--- src/rtl/elastic_pkg.sv ---
package elastic_pkg;
  localparam int ADDR_W     = 4;
  localparam int NUM_BANKS  = 2;
  localparam int BANK_W     = ADDR_W - 1;
  localparam int BANK_CELLS = 1 << BANK_W;
  localparam logic [ADDR_W-1:0] WR_START = ADDR_W'(1 << (ADDR_W - 1));
  localparam logic [ADDR_W-1:0] RD_START = '0;
  localparam logic [ADDR_W-1:0] NOMINAL  = ADDR_W'(6);
  localparam int STUFF_SPAN = 3;

  typedef struct packed {
    logic capRd;
    logic capWr;
    logic wrStep;
    logic rdStep;
  } esStrobe_t;
endpackage

--- src/rtl/es_control.sv ---
module es_control
  import elastic_pkg::*;
(
  input  logic      clk,
  input  logic      rst,
  input  logic      wrEn,
  input  logic      rdTick,
  input  logic      coarseMode,
  input  logic      coarseEn,
  input  logic      frameMark,
  output esStrobe_t strobes
);
  logic armed;
  logic readGate;

  assign readGate = coarseMode ? coarseEn : 1'b1;

  always_ff @(posedge clk) begin
    if (rst) begin
      armed <= 1'b0;
    end else if (frameMark) begin
      armed <= 1'b1;
    end else if (armed && wrEn) begin
      armed <= 1'b0;
    end
  end

  always_comb begin
    strobes.capRd  = frameMark && !rst;
    strobes.capWr  = armed && wrEn && !frameMark && !rst;
    strobes.wrStep = wrEn && !rst;
    strobes.rdStep = rdTick && readGate && !rst;
  end
endmodule

--- src/rtl/es_datapath.sv ---
module es_datapath
  import elastic_pkg::*;
(
  input  logic              clk,
  input  logic              rst,
  input  esStrobe_t         strobes,
  input  logic              wrData,
  output logic              rdData,
  output logic [ADDR_W-1:0] diffCode,
  output logic              posFlag,
  output logic              negFlag,
  output logic              tolFlag
);
  logic [NUM_BANKS-1:0][BANK_CELLS-1:0] mem;
  logic [ADDR_W-1:0] wrAddr;
  logic [ADDR_W-1:0] rdAddr;
  logic [ADDR_W-1:0] rdCap;
  logic [NUM_BANKS-1:0] bankBit;
  logic rdBit;
  logic [ADDR_W-1:0] nextCode;
  logic [ADDR_W-1:0] delta;
  logic nextPos, nextNeg, nextTol;

  always_ff @(posedge clk) begin
    if (rst) begin
      mem    <= '0;
      wrAddr <= WR_START;
    end else if (strobes.wrStep) begin
      mem[wrAddr[ADDR_W-1]][wrAddr[BANK_W-1:0]] <= wrData;
      wrAddr <= wrAddr + 1'b1;
    end
  end

  // AND-OR bank select: each bank contributes only when the top bit names it
  for (genvar b = 0; b < NUM_BANKS; b++) begin : genBankSel
    assign bankBit[b] = mem[b][rdAddr[BANK_W-1:0]] && (rdAddr[ADDR_W-1] == 1'(b));
  end
  assign rdBit = |bankBit;

  always_ff @(posedge clk) begin
    if (rst) begin
      rdAddr <= RD_START;
      rdData <= 1'b0;
    end else if (strobes.rdStep) begin
      rdData <= rdBit;
      rdAddr <= rdAddr + 1'b1;
    end
  end

  always_ff @(posedge clk) begin
    if (rst) rdCap <= '0;
    else if (strobes.capRd) rdCap <= rdAddr;
  end

  always_comb begin
    nextCode = rdCap + ~wrAddr;
    delta    = nextCode - NOMINAL;
    nextPos  = (delta >= ADDR_W'(1)) && (delta <= ADDR_W'(STUFF_SPAN));
    nextNeg  = (delta >= ADDR_W'((1 << ADDR_W) - STUFF_SPAN));
    nextTol  = (delta != '0) && !nextPos && !nextNeg;
  end

  always_ff @(posedge clk) begin
    if (rst) begin
      diffCode <= '0;
      posFlag  <= 1'b0;
      negFlag  <= 1'b0;
      tolFlag  <= 1'b0;
    end else if (strobes.capWr) begin
      diffCode <= nextCode;
      posFlag  <= nextPos;
      negFlag  <= nextNeg;
      tolFlag  <= nextTol;
    end
  end
endmodule

--- src/rtl/elastic_stuff_top.sv ---
module elastic_stuff_top
  import elastic_pkg::*;
(
  input  logic              clk,
  input  logic              rst,
  input  logic              wrEn,
  input  logic              wrData,
  input  logic              rdTick,
  input  logic              coarseMode,
  input  logic              coarseEn,
  input  logic              frameMark,
  input  logic              stuffWindow,
  output logic              rdData,
  output logic [ADDR_W-1:0] diffCode,
  output logic              posFlag,
  output logic              negFlag,
  output logic              tolFlag,
  output logic              posCmd,
  output logic              negCmdN
);
  esStrobe_t strobes;

  es_control ctrl_i (
    .clk(clk), .rst(rst), .wrEn(wrEn), .rdTick(rdTick),
    .coarseMode(coarseMode), .coarseEn(coarseEn),
    .frameMark(frameMark), .strobes(strobes)
  );

  es_datapath dp_i (
    .clk(clk), .rst(rst), .strobes(strobes), .wrData(wrData),
    .rdData(rdData), .diffCode(diffCode),
    .posFlag(posFlag), .negFlag(negFlag), .tolFlag(tolFlag)
  );

  assign posCmd  = posFlag && stuffWindow;
  assign negCmdN = !negFlag;
endmodule

--- config.mk ---
export PLATFORM = sky130hd
export DESIGN_NAME = elastic_stuff_top
export DESIGN_NICKNAME = d
export VERILOG_FILES = /design/src/rtl/elastic_pkg.sv /design/src/rtl/es_control.sv /design/src/rtl/es_datapath.sv /design/src/rtl/elastic_stuff_top.sv
export SDC_FILE = /design/constraint.sdc
export NUM_CORES = 1
export LEC_CHECK = 0
export BUFFER_PORTS_ARGS = -buffer_cell sky130_fd_sc_hd__buf_2
export CAP_MARGIN = 20
export CORE_MARGIN = 1.5
export CORE_UTILIZATION = 28
export DETAILED_ROUTE_END_ITERATION = 6
export GPL_TIMING_DRIVEN = 0
export PLACE_DENSITY = 0.46
export SKIP_LAST_GASP = 1
export SLEW_MARGIN = 20
export SYNTH_ARGS = -nofsm -noshare
export SYNTH_HDL_FRONTEND = slang
export SYNTH_HIERARCHICAL = 1
export SYNTH_SLANG_ARGS = --single-unit
export TNS_END_PERCENT = 5
--- constraint.sdc ---
create_clock -name clk -period 2.69 [get_ports clk]
set_clock_uncertainty 0.1 [all_clocks]
set_input_delay 0 -clock clk [delete_from_list [all_inputs] [get_ports clk]]
set_output_delay 0 -clock clk [all_outputs]
set_load 0.02 [all_outputs]
# Word-level counts from Yosys, hierarchy flattened
# Cells that the tools add are included.
# W data, S select, Z words.
# totals
rom_bits	0
memories	0
word_cells	60
latchBits	0
reg_bits	37
mem_bits_rw	0
inputBits	9
output_inout_bits	10
# classes
eq_ne	0
n_lt_le_gt_ge	8
bitwise_logic	2
mux	12
div_mod_pow	0
n_mul	0
add_sub_neg	4
n_shift	0
reduce_logical	23
# op_table
operator	n
$bwmux W16	1
$logic_and A1 B1 Y1	15
$add A4 B1 Y4 const B	2
$demux W8 S1	1
$lt A3 B4 Y1 const B	2
$mux W8	1
$bmux W1 S3	2
$mux W1	6
$logic_not A1 Y1	5
$add A4 B4 Y4	1
$ge A4 B1 Y1 const B	1
$ge A4 B4 Y1 const B	1
$le A4 B2 Y1 const B	1
$not A4 Y4	1
$reduce_bool A4 Y1	1
$sub A4 B3 Y4 const B	1
$demux W1 S3	1
$ge A3 B1 Y1 const B	1
$lt A1 B2 Y1 const B	1
$reduce_bool A2 Y1	1
$reduce_or A2 Y1	1
$ge A1 B1 Y1 const B	1
$not A1 Y1	1

# Logic depth before layout (Yosys ltp)
# Gate-level depths: netlist of run 1.
# depth
word_depth	8
ltp_mapped	11
depth_no_buf	10

# Modules after synthesis
# Netlist of run 1, hierarchy kept.
# modules_own_cells
mod	cells_each	seq_area_each_um2	area_per_inst_um2	instances
es_datapath	198	720.7	1790.5	1
es_control	9	20.0	67.6	1
elastic_stuff_top	2	0.0	10.0	1

# Least setup slack after synthesis of run 1
# OpenSTA, ideal clock, no wires.
# synth_path
path_type	register to register
startpoint	register dp_i.wrAddr[0]
endpoint	register dp_i.tolFlag
slack_ns	-0.049
arrival_ns	2.524
path_stages_with_launch	12
setup_ns	0.116
path_cell_list	dfxtp_1 clkbuf_1 inv_1 ha_1 inv_1 fa_1 inv_1 ha_1 xor3_1 and3_4 or3b_1 and3_1
# synth_between
elab_chain_len	8
word_cells_on_any_way	12
classes_between	add/sub: 2; order compare: 3; bitwise: 1; reduce/logical: 6
# synth_rtl
element	line	rtl
start: declaration	es_datapath.sv:15	logic [ADDR_W-1:0] wrAddr;
start signal: assignment	es_datapath.sv:30	wrAddr <= wrAddr + 1'b1;
$not A4 Y4 (*)	es_datapath.sv:56	nextCode = rdCap + ~wrAddr;
$add A4 B4 Y4 (*)	es_datapath.sv:56	
via dp_i.nextCode[1]	es_datapath.sv:20	logic [ADDR_W-1:0] nextCode;
$sub A4 B3 Y4 (*)	es_datapath.sv:57	delta = nextCode - NOMINAL;
$ge A4 B1 Y1 or $le A4 B2 Y1 (tied branches)	es_datapath.sv:58	nextPos = (delta >= ADDR_W'(1)) && (delta <= ADDR_W'(STUFF_SPAN));
$logic_and A1 B1 Y1	es_datapath.sv:58	
$logic_not A1 Y1	es_datapath.sv:60	nextTol = (delta != '0) && !nextPos && !nextNeg;
$logic_and A1 B1 Y1	es_datapath.sv:60	
$logic_and A1 B1 Y1 (*)	es_datapath.sv:60	
end signal: assignment	es_datapath.sv:73	tolFlag <= nextTol;
end: declaration	es_datapath.sv:12	output logic tolFlag
# Mark *: on every way through the listed nets, which the timed path passes. The rest lies on a longest branch.
# A chain may end at the register's enable or synchronous reset.

# Worst setup path in the final report of run 1
# Same ends and word-level chain as after synthesis.

==> tab_implementation.tex, run 1 <==
\begin{tabular}{lr}
\hline
Metric & Value \\
\hline
\multicolumn{2}{l}{\textbf{Place}} \\
Detailed placer's ending HPWL & 3020 um \\
Number of buffer cells added on primary ports & 17 \\
GP Congestion & 0.768 \\
Placed instance area & 2050 sq um \\
\multicolumn{2}{l}{\textbf{Floorplan}} \\
Area of the core region & 6390 sq um \\
Area enclosed by the die boundary & approximately 7200 sq um \\
Die X-Extent & 84.7 um \\
Initial cell density of the core & 0.293 \\
Standard-cell rows & 29 \\
Die H & 84.7 um \\
Number of ports placed on the die boundary & 19 \\
\multicolumn{2}{l}{\textbf{Clock tree}} \\
Cell chosen for the clock root & sky130\_fd\_sc\_hd\_\_clkbuf\_8 \\
Worst-Skew Late Latency & 290 ps \\
Post-CTS setup-driven buffer insertion count & 0 \\
Number of buffers between clock root and the deepest sink & 2 \\
Maximum level of the CTS H-tree & 2 \\
Number of buffers created by CTS & 5 \\
Clock transition time at the flip-flop clock pins of the worst setup and hold paths & 80 ps \\
Num Clock Sinks & 37 \\
Clock tree from TritonCTS & done \\
\multicolumn{2}{l}{\textbf{STA}} \\
Tightest slew margin relative to the limit & 0.617 \\
Tightest Pin Transition & 575 ps \\
Final Hold Viols & 0 \\
Setup repair after global routing missed its margin & no \\
Maximum clock frequency & 386 MHz \\
Final Critical Period & 2590 ps \\
Crit share post-route & 0.963 \\
Total count of max-transition violations in the final report & 0 \\
Number of failing setup endpoints in the final timing report & 0 \\
\multicolumn{2}{l}{\textbf{Detailed routing}} \\
Count of unresolved DRC violations after routing & 0 \\
1st-pass router iterations & 4 \\
Overall via count from detail\_route & around 1.4k \\
Post-detailed-routing wire length & a little over 4000 um \\
WL per Instance & 13.2 um \\
Detailed router's first-iteration violation count & 37 \\
Vias per Instance & 4.62 \\
Final ANT Viol Nets & 0 \\
\multicolumn{2}{l}{\textbf{Global route}} \\
Global-route usage over all layers & 0.123 \\
Pin count of the biggest net entering global routing & 12 \\
Number of global-route vias before repair & 1400 \\
Overall overflow remaining after global route & 0 \\
Global-route wire length before repair & 6830 um \\
Number of antenna violations at the first check in global routing & 0 \\
\multicolumn{2}{l}{\textbf{Logic synthesis}} \\
Synthesized net count & 227 \\
Post-Synthesis Cells & 209 \\
Syn. warnings & 6 \\
Synth area leader & sky130\_fd\_sc\_hd\_\_dfxtp\_1 \\
Count of different cell masters after synthesis & 33 \\
Avg Synthesized Cell Area & 8.94 sq um \\
Total of flip-flops plus latches after synthesis & 37 \\
Top cells by area, synth & sky130\_fd\_sc\_hd\_\_dfxtp\_1, sky130\_fd\_sc\_hd\_\_mux2i\_1, sky130\_fd\_sc\_hd\_\_nor2\_1, sky130\_fd\_sc\_hd\_\_ha\_1, sky130\_fd\_sc\_hd\_\_mux4\_2 \\
Syn Std Cell Area & 1870 sq um \\
Share of the synthesized area in the top cell type & 0.397 \\
Sequential element share of the synthesized area & 0.397 \\
\multicolumn{2}{l}{\textbf{Final layout}} \\
Final Instance Area & 2170 sq um \\
Filler cell count & 714 \\
Total inserted antenna cells & 0 \\
P\&R area growth vs syn & 15.9\% \\
Final Net Count & 252 \\
Layout cells sized above 1 & 0.166 \\
\multicolumn{2}{l}{\textbf{Setup path}} \\
Cell family with the largest share of critical-path delay & adder cells \\
FF-to-FF setup slack & 100 ps \\
Critical path arrival & 2680 ps \\
Buffering stage count on the worst path with inverters included & 3 \\
Type of origin of the critical path & flip-flop \\
Worst-path fanout max & 10 \\
Endpoint required time on the critical path & about 2800 ps \\
Slowest cell on the critical path & sky130\_fd\_sc\_hd\_\_fa\_2 \\
Delay of the slowest cell on the worst path & 550 ps \\
Setup CP Type & flip-flop to flip-flop \\
Crit path capture type & flip-flop \\
Critical Path, Cell by Cell & inv\_4, ha\_1, inv\_1, fa\_2, inv\_1, ha\_1, xor3\_1, and3\_4, or3b\_1, and3\_1 \\
\multicolumn{2}{l}{\textbf{Status}} \\
Run status & completed \\
\multicolumn{2}{l}{\textbf{Hold path}} \\
Worst min path class & primary input to flip-flop \\
\multicolumn{2}{l}{\textbf{Power}} \\
Overall power consumption & 1.04 mW \\
Cell Pwr Density & approximately 480 nW/um\^{}2 \\
Leakage power of the design & 0.857 nW \\
Max VDD drop & 0.000155 V \\
\multicolumn{2}{l}{\textbf{Job}} \\
Max cap viols & 0 \\
\hline
\end{tabular}
layout by cell type, fill, tap and decap left out, types with 2 or more instances in the layout:
cell | synthesis | routed
sky130_fd_sc_hd__dfxtp_1 | 37 | 35
sky130_fd_sc_hd__nor2_1 | 31 | 31
sky130_fd_sc_hd__buf_2 | 2 | 19
sky130_fd_sc_hd__mux2i_1 | 19 | 19
sky130_fd_sc_hd__nand2_1 | 14 | 14
sky130_fd_sc_hd__a21oi_1 | 13 | 13
sky130_fd_sc_hd__clkbuf_1 | 11 | 11
sky130_fd_sc_hd__inv_1 | 11 | 10
sky130_fd_sc_hd__nand3_1 | 10 | 10
sky130_fd_sc_hd__o21ai_0 | 9 | 9
sky130_fd_sc_hd__ha_1 | 8 | 8
sky130_fd_sc_hd__clkbuf_8 | 0 | 5
sky130_fd_sc_hd__nand2b_1 | 5 | 5
sky130_fd_sc_hd__nor3_1 | 5 | 5
sky130_fd_sc_hd__mux4_2 | 4 | 4
sky130_fd_sc_hd__nor2b_1 | 3 | 3
sky130_fd_sc_hd__nor3b_1 | 3 | 3
sky130_fd_sc_hd__xnor2_1 | 4 | 3
sky130_fd_sc_hd__xor2_1 | 3 | 3
sky130_fd_sc_hd__clkinv_2 | 0 | 2
sky130_fd_sc_hd__and3_1 | 2 | 2
sky130_fd_sc_hd__dlygate4sd3_1 | 0 | 2
sky130_fd_sc_hd__nand3b_1 | 2 | 2
synth_stat cells:
cell,count
sky130_fd_sc_hd__and2_1,1
sky130_fd_sc_hd__inv_1,11
sky130_fd_sc_hd__xor3_1,1
sky130_fd_sc_hd__dfxtp_1,37
sky130_fd_sc_hd__a31o_2,1
sky130_fd_sc_hd__a21o_1,1
sky130_fd_sc_hd__xor2_1,3
sky130_fd_sc_hd__nand2_1,14
sky130_fd_sc_hd__nor2b_1,3
sky130_fd_sc_hd__nand4_1,1
sky130_fd_sc_hd__ha_1,8
sky130_fd_sc_hd__xnor2_1,4
sky130_fd_sc_hd__a21oi_1,13
sky130_fd_sc_hd__o211a_1,1
sky130_fd_sc_hd__or3b_1,1
sky130_fd_sc_hd__a211oi_1,1
sky130_fd_sc_hd__nand2b_1,5
sky130_fd_sc_hd__fa_1,1
sky130_fd_sc_hd__buf_6,1
sky130_fd_sc_hd__nor2b_2,1
sky130_fd_sc_hd__clkbuf_1,11
sky130_fd_sc_hd__mux4_2,4
sky130_fd_sc_hd__and3_4,1
sky130_fd_sc_hd__nor3_1,5
sky130_fd_sc_hd__buf_2,2
sky130_fd_sc_hd__and3_1,2
sky130_fd_sc_hd__nor3b_1,3
sky130_fd_sc_hd__nor2_1,31
sky130_fd_sc_hd__mux2i_1,19
sky130_fd_sc_hd__o32ai_1,1
sky130_fd_sc_hd__o21ai_0,9
sky130_fd_sc_hd__nand3_1,10
sky130_fd_sc_hd__nand3b_1,2
power by group:
part | internal [mW] | switching [mW] | total (mW) | leakage [nW]
Combinational | 0.0401 | 0.0550 | 0.0951 | 0.512
Clock | 0.180 | 0.199 | 0.379 | 0.0450
Sequential | 0.556 | 0.0106 | 0.566 | 0.300
flip-flops by register name (all words and copies together), names as in the netlist:
| name | count |
|---|---|
| dp_i/tolFlag | 1 |
| dp_i/wrAddr | 4 |
| dp_i/rdData | 1 |
| dp_i/negFlag | 1 |
| dp_i/diffCode | 4 |
| ctrl_i/armed | 1 |
| dp_i/rdCap | 4 |
| dp_i/rdAddr | 4 |
| dp_i/mem | 16 |
| dp_i/posFlag | 1 |
cells by family (layout without fill, tap and decap cells):
logic type,after synthesis,count (layout),share of synthesized area
adder cells (fa/ha/maj),9,9,0.0643
flip-flops,37,37,0.397
buffers and inverters,25,51,0.0556
multiplexers,23,23,0.150
XOR/XNOR,8,8,0.0455
AO/OA/AOI/OAI,27,27,0.0817
AND/OR/NAND/NOR,80,80,0.206
final timing paths:
kind                                endpoint  cells past startpoint      startpoint
worst min register to register  dp_i/mem[15]                      2    dp_i/mem[15]
worst max-delay path            dp_i/tolFlag                     10  dp_i/wrAddr[0]
worst max register to register  dp_i/tolFlag                     10  dp_i/wrAddr[0]
worst min-delay path             dp_i/mem[7]                      3          wrData
final cells by class:
| class | instances | area, sq um | share of cell area |
|---|---|---|---|
| sequential | 37 | 746 | 0.344 |
| clock buffer | 6 | 72.6 | 0.0335 |
| inverter | 11 | 43.8 | 0.0202 |
| multi-input combinational | 147 | 1030 | 0.477 |
| buffer | 13 | 58.8 | 0.0272 |
| tap | 77 | 96.3 | 0.0445 |
| clock inverter | 2 | 10.0 | 0.00462 |
| timing repair buffer | 19 | 105 | 0.0485 |
worst min-delay path: cells and delay by family:
family | cells | cell delay, ps
buf+inv | 1 | 170
simple gates | 1 | 120
compound gates | 1 | 50
metal layers:
metal	vias up	routed length, um	GRT usage
li1	756	-	-
met1	664	2100	0.161
met2	16	1840	0.195
met3	4	128	0.0315
met4	0	39	0.0440
met5	-	0	0
stage by stage:
stage	hold slack [ps]	setup TNS [ps]	utilization	worst slack (ps)	instances
3_5_place_dp	130	-254	0.321	-208	303
4_1_cts	8.28	0	0.338	22.7	312
6_report	7.62	0	0.339	100	312
5_1_grt	40.8	0	0.339	3.18	312
2_1_floorplan	-30.9	0	-	66.0	209
3_3_place_gp	133	-230	0.321	-184	303
repair_timing:
action	in CTS	in global routing
pin swaps	0	1
setup endpoints to repair	3	2
hold buffers	2	0
gates resized for setup	3	4
hold endpoints to repair	1	0
Note: power is estimated with default switching activity, not from simulation.
==> inputs of run 2 (changes only) <==
Settings changed: ABC_AREA from default to 1.
==> run 2 against run 1 <==
Compared with the run above:
- non-clock buffer count is 4 lower
- largest cell class unchanged
- final cell count up 20%
- critical path depth rose by 2
- sequential share of layout area down 1.2 points
- synthesized area rose by 1.5%
- critical endpoint unchanged
- worst setup slack better by 250 ps
- global-route usage grew 2.1 points
==> tab_implementation.tex, run 2 <==
\begin{tabular}{lr}
\hline
Metric & Value \\
\hline
\multicolumn{2}{l}{\textbf{Logic synthesis}} \\
Syn Std Cell Area & 1900 sq um (+1.5\%) \\
Syn. warnings & 6 (unchanged) \\
Synth area leader & sky130\_fd\_sc\_hd\_\_dfxtp\_1 \\
Synthesized net count & 286 (+26\%) \\
Count of different cell masters after synthesis & 24 (-27\%) \\
Avg Synthesized Cell Area & 7.07 sq um (-21\%) \\
Most frequent cells after synthesis & sky130\_fd\_sc\_hd\_\_nand2\_1, sky130\_fd\_sc\_hd\_\_dfxtp\_1, sky130\_fd\_sc\_hd\_\_inv\_1 \\
Primary flip-flop cell chosen by synthesis mapping & sky130\_fd\_sc\_hd\_\_dfxtp\_1 \\
Post-synth EDFFs & 0 (unchanged) \\
Total of flip-flops plus latches after synthesis & 37 (unchanged) \\
Sequential element share of the synthesized area & 0.391 (-0.00576) \\
Share of flip-flops with an asynchronous set or reset & 0 (unchanged) \\
Share of the synthesized area in the top cell type & 0.391 (-0.00576) \\
Most frequent cell after synthesis & sky130\_fd\_sc\_hd\_\_nand2\_1 \\
Post-Synthesis Cells & 268 (+28\%) \\
Top cells by area, synth & sky130\_fd\_sc\_hd\_\_dfxtp\_1, sky130\_fd\_sc\_hd\_\_nand2\_1, sky130\_fd\_sc\_hd\_\_nand3\_1, sky130\_fd\_sc\_hd\_\_a21oi\_1, sky130\_fd\_sc\_hd\_\_o21ai\_0 \\
\multicolumn{2}{l}{\textbf{Floorplan}} \\
Number of ports placed on the die boundary & 19 (unchanged) \\
Die H & 85.3 um (+0.71\%) \\
Die X-Extent & 85.3 um (+0.71\%) \\
Standard-cell rows & 29 (unchanged) \\
Initial cell density of the core & 0.293 (+0.000975) \\
Area enclosed by the die boundary & 7270 sq um (+1.4\%) \\
Area of the core region & 6460 sq um (+1.1\%) \\
\multicolumn{2}{l}{\textbf{Hold path}} \\
Cell count of the worst hold path & 5 (+2) \\
Hold Crit Start & rdTick \\
Sink of the worst hold path & dp\_i/rdAddr[0] \\
Worst min path class & primary input to flip-flop \\
\multicolumn{2}{l}{\textbf{Detailed routing}} \\
Overall via count from detail\_route & 1779 (+24\%) \\
Detailed router's first-iteration violation count & 72 (+95\%) \\
Final ANT Viol Nets & 0 (unchanged) \\
WL per Instance & 12.8 um (-3.0\%) \\
Vias per Instance & 4.76 (+3.1\%) \\
Count of unresolved DRC violations after routing & 0 (unchanged) \\
Post-detailed-routing wire length & 4770 um (+16\%) \\
1st-pass router iterations & 4 (unchanged) \\
\multicolumn{2}{l}{\textbf{STA}} \\
Number of failing setup endpoints in the final timing report & 0 (unchanged) \\
Maximum clock frequency & 428 MHz (+11\%) \\
Aggregate negative setup slack & 0 ps (unchanged) \\
Final Hold Viols & 0 (unchanged) \\
Setup repair after global routing missed its margin & no \\
Total count of max-transition violations in the final report & 0 (unchanged) \\
Final Critical Period & 2340 ps (-255 ps) \\
Tightest slew margin relative to the limit & 0.632 (+0.0151) \\
Tightest Pin Transition & 552 ps (-22.7 ps) \\
Crit share post-route & 0.868 (-0.0947) \\
\multicolumn{2}{l}{\textbf{Power}} \\
Max VDD drop & 0.000236 V (+52\%) \\
Leakage power of the design & 0.920 nW (+7.4\%) \\
Cell Pwr Density & 566 nW/um\^{}2 (+18\%) \\
\multicolumn{2}{l}{\textbf{Global route}} \\
Number of global-route vias before repair & 1639 (+17\%) \\
Met1 demand-to-capacity share in global routing & 0.196 (+0.0348) \\
Global-route wire length before repair & 8040 um (+18\%) \\
Number of antenna violations at the first check in global routing & 0 (unchanged) \\
Global-route usage over all layers & 0.143 (+0.0209) \\
Overall overflow remaining after global route & 0 (unchanged) \\
Met3 track demand over resource in global routing & 0.0399 (+0.00842) \\
Pin count of the biggest net entering global routing & 14 (+2) \\
Global routing met2 resource utilization & 0.218 (+0.0231) \\
Most used routing layer in global routing & met2 \\
\multicolumn{2}{l}{\textbf{Setup path}} \\
Worst Reg-to-Reg Cells & 12 (+2) \\
Worst reg2reg path startpoint & dp\_i/wrAddr[0] \\
Endpoint of the lowest-slack register-to-register path & dp\_i/tolFlag \\
FF-to-FF setup slack & 350 ps (+250 ps) \\
Crit path capture type & flip-flop \\
Critical path arrival & 2410 ps (-270 ps) \\
Setup CP Type & flip-flop to flip-flop \\
Endpoint required time on the critical path & 2770 ps (about the same) \\
Type of origin of the critical path & flip-flop \\
Worst-path fanout max & 7 (-3) \\
\multicolumn{2}{l}{\textbf{Final layout}} \\
Leading cell types in the layout, fill and taps excluded & sky130\_fd\_sc\_hd\_\_nand2\_1, sky130\_fd\_sc\_hd\_\_dfxtp\_1, sky130\_fd\_sc\_hd\_\_inv\_1, sky130\_fd\_sc\_hd\_\_nand3\_1, sky130\_fd\_sc\_hd\_\_a21oi\_1 \\
Total inserted antenna cells & 0 (unchanged) \\
Reg with most FFs & dp\_i/mem \\
Layout cells sized above 1 & 0.138 (-0.0279) \\
Final Net Count & 314 (+25\%) \\
Flip-flop count of the largest register after layout & 16 (unchanged) \\
Final Instance Area & 2230 sq um (+3.1\%) \\
Filler cell count & 716 (+0.28\%) \\
Most frequent standard cell in the layout excluding fill and tap cells & sky130\_fd\_sc\_hd\_\_nand2\_1 \\
P\&R area growth vs syn & 17.8\% \\
\multicolumn{2}{l}{\textbf{Clock tree}} \\
Num Clock Sinks & 37 (unchanged) \\
Number of buffers between clock root and the deepest sink & 2 (unchanged) \\
Cell chosen for the clock root & sky130\_fd\_sc\_hd\_\_clkbuf\_8 \\
Number of gates resized after cts & 0 (-3) \\
Post-CTS setup-driven buffer insertion count & 0 (unchanged) \\
Clock tree from TritonCTS & done \\
Maximum level of the CTS H-tree & 2 (unchanged) \\
Number of buffers created by CTS & 5 (unchanged) \\
Clock transition time at the flip-flop clock pins of the worst setup and hold paths & 80 ps (about the same) \\
Worst-Skew Late Latency & 310 ps (+20 ps) \\
\multicolumn{2}{l}{\textbf{Place}} \\
GP Congestion & 0.761 (-0.85\%) \\
Number of buffer cells added on primary ports & 17 (unchanged) \\
Placed instance area & 2080 sq um (+1.3\%) \\
Detailed placer's ending HPWL & 3510 um (+16\%) \\
\multicolumn{2}{l}{\textbf{Status}} \\
Run status & completed \\
\multicolumn{2}{l}{\textbf{Job}} \\
Max cap viols & 0 (unchanged) \\
\hline
\end{tabular}
==> run 2: cell types whose count changed in the layout (fill, tap and decap cells not counted), moves of 4 or more <==
cell,change
sky130_fd_sc_hd__clkbuf_1,-7
sky130_fd_sc_hd__nand2_1,+35
sky130_fd_sc_hd__nand3_1,+22
sky130_fd_sc_hd__inv_1,+23
sky130_fd_sc_hd__nor2_1,-13
sky130_fd_sc_hd__mux4_2,-4
sky130_fd_sc_hd__o21ai_0,+18
sky130_fd_sc_hd__a21oi_1,+16
sky130_fd_sc_hd__nand3_2,+5
sky130_fd_sc_hd__mux2i_1,-19
sky130_fd_sc_hd__nand2b_1,-5
==> run 2: layout make-up <==
cell class	count	area, sq um	area share
multi-input cells	188	987	0.442
clock buffers	5	68.8	0.0308
inverters	36	135	0.0605
flip-flops and latches	37	741	0.332
well taps	77	96.3	0.0432
clock inverters	3	46.3	0.0207
plain buffers	7	32.5	0.0146
repair buffers	21	125	0.0561
==> run 2: logic make-up after synthesis <==
kind of cell               count (synthesis)  share of synthesized area
DFF                                       37                      0.391
adders and majority gates                  9                     0.0634
xor gates and xnor gates                   1                    0.00462
AOI/OAI and AO/OA                         60                      0.165
buffers and inverters                     43                     0.0884
and+or+nand+nor                          118                      0.288
==> run 2: what timing repair did <==
action / CTS / global route
hold buffers: 4 / 0
setup endpoints to repair: 0 / 0
endpoints found under the hold margin: 9 / 0
==> run 2: how the worst max path moves through the flow <==
stage | start | endpoint | slack, ps | cells after the start
5_1_grt | dp_i/wrAddr[0] | dp_i/tolFlag | 180 | 12
6_report | dp_i/wrAddr[0] | dp_i/tolFlag | 350 | 12
2_1_floorplan | dp_i/wrAddr[0] | dp_i/tolFlag | 620 | 11
4_1_cts | dp_i/wrAddr[0] | dp_i/tolFlag | 330 | 11
3_5_place_dp | dp_i/wrAddr[0] | dp_i/tolFlag | 340 | 11
3_3_place_gp | dp_i/wrAddr[0] | dp_i/tolFlag | 350 | 11
==> run 2: routing by layer <==
metal | part of all wire | routed length, um
met5 | 0 | 0
met4 | 0.014 | 68
met3 | 0.039 | 187
met2 | 0.43 | 2060
met1 | 0.51 | 2460
==> run 2: power by group <==
part / internal, mW / switching (mW) / total (mW) / leakage [nW]
Sequential: 0.562 / 0.0137 / 0.576 / 0.300
Clock: 0.278 / 0.229 / 0.506 / 0.0543
Combinational: 0.0617 / 0.119 / 0.181 / 0.566
Total: 0.902 / 0.361 / 1.26 / 0.920
==> run 2: metrics by stage <==
step	util	hold WS, ps	instances	worst slack [ps]	power (mW)
final	0.346	58.4	374	355	1.26
after global routing	0.346	87.6	374	178	1.33
after CTS	0.346	52.7	374	331	1.28
after detailed placement	0.322	146	362	344	0.765
after global placement	0.322	150	362	348	0.765
after floorplan	-	-0.279	268	617	0.718
==> run 2: critical path: stages, from the launching register on <==
cell                      delay (ps)
sky130_fd_sc_hd__dfxtp_1         360
sky130_fd_sc_hd__inv_1           220
sky130_fd_sc_hd__ha_1            210
sky130_fd_sc_hd__inv_1            50
sky130_fd_sc_hd__fa_1            550
sky130_fd_sc_hd__inv_1            60
sky130_fd_sc_hd__ha_1            220
sky130_fd_sc_hd__inv_1            70
sky130_fd_sc_hd__nand3_2          90
sky130_fd_sc_hd__nand2_1          90
sky130_fd_sc_hd__nand2_2          70
sky130_fd_sc_hd__nand3_2          70
sky130_fd_sc_hd__a21oi_2          50
